`config.mk`:
```
export PLATFORM = sky130hd
export DESIGN_NAME = disp_dma_ctl
export DESIGN_NICKNAME = d
export VERILOG_FILES = /design/src/rtl/disp_dma_ctl.sv
export SDC_FILE = /design/constraint.sdc
export NUM_CORES = 1
export LEC_CHECK = 0
export ABC_CLOCK_PERIOD_IN_PS = 1700
export BUFFER_PORTS_ARGS = -buffer_cell sky130_fd_sc_hd__buf_2
export CAP_MARGIN = 15
export CORE_MARGIN = 2
export CORE_UTILIZATION = 22
export DETAILED_ROUTE_END_ITERATION = 10
export GPL_ROUTABILITY_DRIVEN = 0
export PLACE_DENSITY = 0.78
export SETUP_SLACK_MARGIN = 0.1
export SLEW_MARGIN = 0
export SYNTH_ARGS = -nofsm -noshare
export SYNTH_HDL_FRONTEND = slang
export SYNTH_SLANG_ARGS = --single-unit
export TNS_END_PERCENT = 100
```
`constraint.sdc`:
```
create_clock -name clk -period 1.7 [get_ports clk]
set_input_delay 0.34 -clock clk [delete_from_list [all_inputs] [get_ports clk]]
set_output_delay 0.34 -clock clk [all_outputs]
set_load 0.05 [all_outputs]
```
`src/rtl/disp_dma_ctl.sv`:
```
module disp_dma_ctl #(
  parameter int          OFF_W     = 8,
  parameter logic [31:0] STAT_INIT = 32'h1480_2000,
  parameter logic [31:0] DATA_FILL = 32'h0000_0000,
  parameter logic [7:0]  CMD_DIR   = 8'h04
) (
  input  logic             clk,
  input  logic             rst_n,
  input  logic             soft_rst,
  input  logic             reg_wr,
  input  logic [OFF_W-1:0] reg_off,
  input  logic [31:0]      reg_wdata,
  output logic [31:0]      reg_rdata,
  input  logic             dma_rd,
  output logic [31:0]      dma_rdata,
  output logic             dma_rd_err,
  input  logic             dma_wr,
  input  logic [31:0]      dma_wdata,
  output logic             dma_req,
  output logic             unsup_cmd
);
  localparam logic [OFF_W-1:0] OFF_DATA = OFF_W'(0);
  localparam logic [OFF_W-1:0] OFF_CTRL = OFF_W'(4);
  localparam logic [1:0]       DIR_RD   = 2'd3;

  logic [1:0]  dir;
  logic        ctl_wr;
  logic [31:0] stat;

  assign ctl_wr = reg_wr && (reg_off == OFF_CTRL);

  always_ff @(posedge clk or negedge rst_n) begin
    if (!rst_n) begin
      dir       <= STAT_INIT[30:29];
      unsup_cmd <= 1'b0;
    end else if (soft_rst) begin
      dir       <= STAT_INIT[30:29];
      unsup_cmd <= 1'b0;
    end else if (ctl_wr) begin
      if (reg_wdata[31:24] == CMD_DIR) dir <= reg_wdata[1:0];
      else                             unsup_cmd <= 1'b1;
    end
  end

  assign dma_req = (dir != 2'd0);
  assign stat    = {STAT_INIT[31], dir, STAT_INIT[28:26], dma_req, STAT_INIT[24:0]};

  always_comb begin
    if (reg_off == OFF_DATA)      reg_rdata = DATA_FILL;
    else if (reg_off == OFF_CTRL) reg_rdata = stat;
    else                          reg_rdata = 32'hFFFF_FFFF;
  end

  assign dma_rdata  = (dir == DIR_RD) ? DATA_FILL : 32'hFFFF_FFFF;
  assign dma_rd_err = dma_rd && (dir != DIR_RD);

  logic unused_ok;
  assign unused_ok = ^{dma_wr, dma_wdata};
endmodule

```
==> summary.md <==
| Metric | Value |
|---|---|
| Critical Path Fanout Max | `8` |
| Tot Pwr | `about 0.00028 W` |
| Fin nets | `205` |
| Slew HR | `80.4%` |
| Die area | `roughly 3600 um2` |
| Hold WS | `approximately 0.36 ns` |
| Cts bufs inserted | `3` |
| Core Footprint | `3000 um2` |
| Drt initial violations | `3` |
| Worst path bufs/invs | `2` |
| First-pass GRT wire length | `1.93 mm` |
| Worst hold path startpoint | `reg_wdata[1]` |
| Cell family with most CP delay | `simple AND/OR/NAND/NOR gates` |
| Maximum clock path buffer count | `2` |
| R2R Path Start | `dir[1]` |
| Share of post-route cells with drive strength above 1 | `87.3%` |
| Setup tns final | `0 ns` |
| Pwr Density | `279 nW/um2` |
| Final setup fails | `0` |
| DRT Pass-1 Iters | `4` |
| Synth Area in Simple Gates | `approximately 17%` |
| Area grow syn2layout | `44.1%` |
| Clock slew at reported path FFs | `approximately 0.040 ns` |
| DR vias | `595` |
| CP Launch Type | `input pin` |
| Clock period minus final worst setup slack | `1.65 ns` |
| Synth Area in Compound Gates | `between 5 and 6%` |
| Worst path max stage delay | `0.31 ns` |
| Syn Inst Count | `84` |
| Synth top area cells | `buf_4, dfrtp_1, a21o_2, nand2b_1, mux2i_1` |
| GRT Total Usage | `7.55%` |
| Share of the synthesized area in the top cell type | `between 60% and 70%` |
| Post-synthesis mux area share | `2.93%` |
| Initial antenna violation count | `0` |
| Ant diodes | `0` |
| Tcrit/Tclk final | `a little under 100%` |
| Largest net degree at the start of global routing | `34` |
| Vias in the first global route | `roughly 420` |
| Setup Skew | `0 ns` |
| Post-Synth XOR/XNOR Area | `0%` |
| Avg Synthesized Cell Area | `8.15 um2` |
| Run status | `completed` |
| #FFs+latches synth | `3` |
| Register area share after synthesis | `a little over a tenth` |
| Max-cap violations | `0` |
| Yosys warns | `0` |
| Clk Latency, worst-skew pair | `0.23 ns` |
| Reg2reg path depth | `3` |
| Final Hold Fails | `0` |
| Wire per inst | `10.1 um` |
| Worst hold path cell count | `3` |
| # clock sinks | `3` |
| Chip Width | `between 50 and 60 um` |
| Least-Margin Pin Slew | `0.291 ns` |
| CP Cell Sequence | `buf_6 -> nor4_4 -> nand2_4 -> or2_4 -> buf_8` |
| CTS root buffer | `clkbuf_4` |
| Post-Syn Area | `roughly 700 um2` |
| Slowest stage cell, crit path | `nor4_4` |
| Top-Level Pins | `145` |
| Filler cell count | `approximately 330` |
| Buffers on Ports | `89` |
| Worst Hold End | `dir[1]` |
| Vias per cell | `roughly 3.7` |
| DRC errors left | `0` |
| Overflow left after global routing | `0` |
| Cell row count | `20` |
| R2r endpoint | `dir[1]` |
| Total Wirelength | `1.61 mm` |
| Pins Over Slew Limit | `0` |
| Crit. End Element | `output port` |
| Reg-to-reg setup timing slack | `0.85 ns` |
| Die span in y | `59.8 um` |
| Unrepaired setup endpoints after global routing | `yes` |
| Htree depth | `1` |
| Distinct cell type count after synthesis | `16` |
| Post-Synth Adder-Cell Area | `0%` |
| Static leakage | `roughly 0.49 nW` |
| Crit path kind | `in2out` |
| Main combinational cell family by area after synthesis | `buffers and inverters` |
| Worst vdd ir | `~0.00034 V` |
| Critical Path AT | `1.31 ns` |
| Syn Nets | `162` |
| Initial Util | `22.8%` |
| Fmax | `606 MHz` |
| Top cell type by total area after synthesis | `buf_4` |
| Antenna-violating nets left | `0` |
| Min-delay worst type | `in2reg` |
| CTS tree | `done` |
| WP data required | `1.36 ns` |
==> final cells by class <==
class	count	area (um2)	share of cell area [%]
clock buffers	4	26.3	2.66
multi-input cells	23	214	21.7
flip-flops and latches	3	77.6	7.87
well taps	33	41.3	4.19
repair buffers	96	627	63.6
==> metal layers <==
layer	vias up	part of all wire [%]	track usage, %
li1	293	-	-
met1	264	33	8.33
met2	38	59	13.7
met3	0	7.5	1.30
met4	0	0	3.81
met5	-	0	0
==> worst max path at each step <==
| stage | from | end | slack [ns] | cells past startpoint |
|---|---|---|---|---|
| 6_report | reg_off[3] | reg_rdata[28] | 0.05 | 5 |
| 4_1_cts | reg_off[3] | reg_rdata[13] | 0.05 | 5 |
| 3_3_place_gp | reg_off[4] | reg_rdata[13] | -0.007 | 5 |
| 3_5_place_dp | reg_off[4] | reg_rdata[13] | -0.02 | 5 |
| 5_1_grt | dir[1] | reg_rdata[25] | 0.02 | 3 |
| 2_1_floorplan | reg_off[4] | reg_rdata[23] | -0.16 | 4 |
==> flip-flops by register name, summed over array words and instances, names as in the netlist <==
signal and flops:
dir 2, unsup_cmd 1
==> cells in the mapped netlist <==
cell type	number
nor3_4	1
dfrtp_1	3
nand2_1	3
or2_2	2
nor4_2	1
mux2i_1	2
nand2b_1	4
nor4_1	1
o21ba_1	1
and2_1	1
nand2_2	1
a21o_2	3
nor4b_1	1
buf_4	58
nor3_1	1
nor3b_1	1
==> cell usage in the layout (no fill, tap or decap) <==
cell	synthesis	final
nand2_8	0	1
dlygate4sd3_1	0	1
o21ba_1	1	1
buf_4	58	28
or2_4	0	2
and2_1	1	1
nor3_4	1	1
buf_2	0	58
dfrtp_2	0	2
a21o_2	3	3
dfrtp_1	3	1
nand2_4	0	1
nor3b_1	1	1
clkbuf_4	0	3
buf_8	0	4
mux2i_1	2	2
buf_6	0	5
nor4b_1	1	1
nor3_2	0	1
clkbuf_1	0	1
nand2b_1	4	4
nor4_4	0	1
nand2_1	3	2
nor4_1	1	1
==> kinds of logic (layout without fill, tap and decap cells) <==
kind of cell           after synthesis  after routing
buffers and inverters               58            100
multiplexers                         2              2
AND/OR/NAND/NOR                     17             17
flip-flops                           3              3
AO/OA/AOI/OAI                        4              4
==> through the flow <==
stage               cells  util, %  setup slack, ns  cell area, um2
floorplan              84        -           -0.156             724
global placement      151     26.2         -0.00703             787
detailed placement    151     26.2          -0.0214             787
CTS                   159     30.2           0.0512             907
global route          159     32.8           0.0164             986
finish                159     32.8           0.0507             986
==> where the power goes <==
part / switching, W / internal, W
registers: 0.0000000256 / 0.0000718
logic: 0.0000398 / 0.0000356
clock network: 0.0000400 / 0.0000882
==> worst min-delay path: cells and delay by family <==
| kind | cells | cell delay, ns |
|---|---|---|
| and+or+nand+nor | 1 | 0.05 |
| buffers and inverters | 1 | 0.10 |
| muxes | 1 | 0.06 |
==> what timing repair did <==
item / CTS / global route
pin swaps: 3 / 1
buffers inserted: 3 / 0
resized for setup: 17 / 53
endpoints found under the setup margin: 30 / 62
hold buffers: 1 / 0
hold endpoints to repair: 3 / 0
Power figures use the tool's default switching activity.
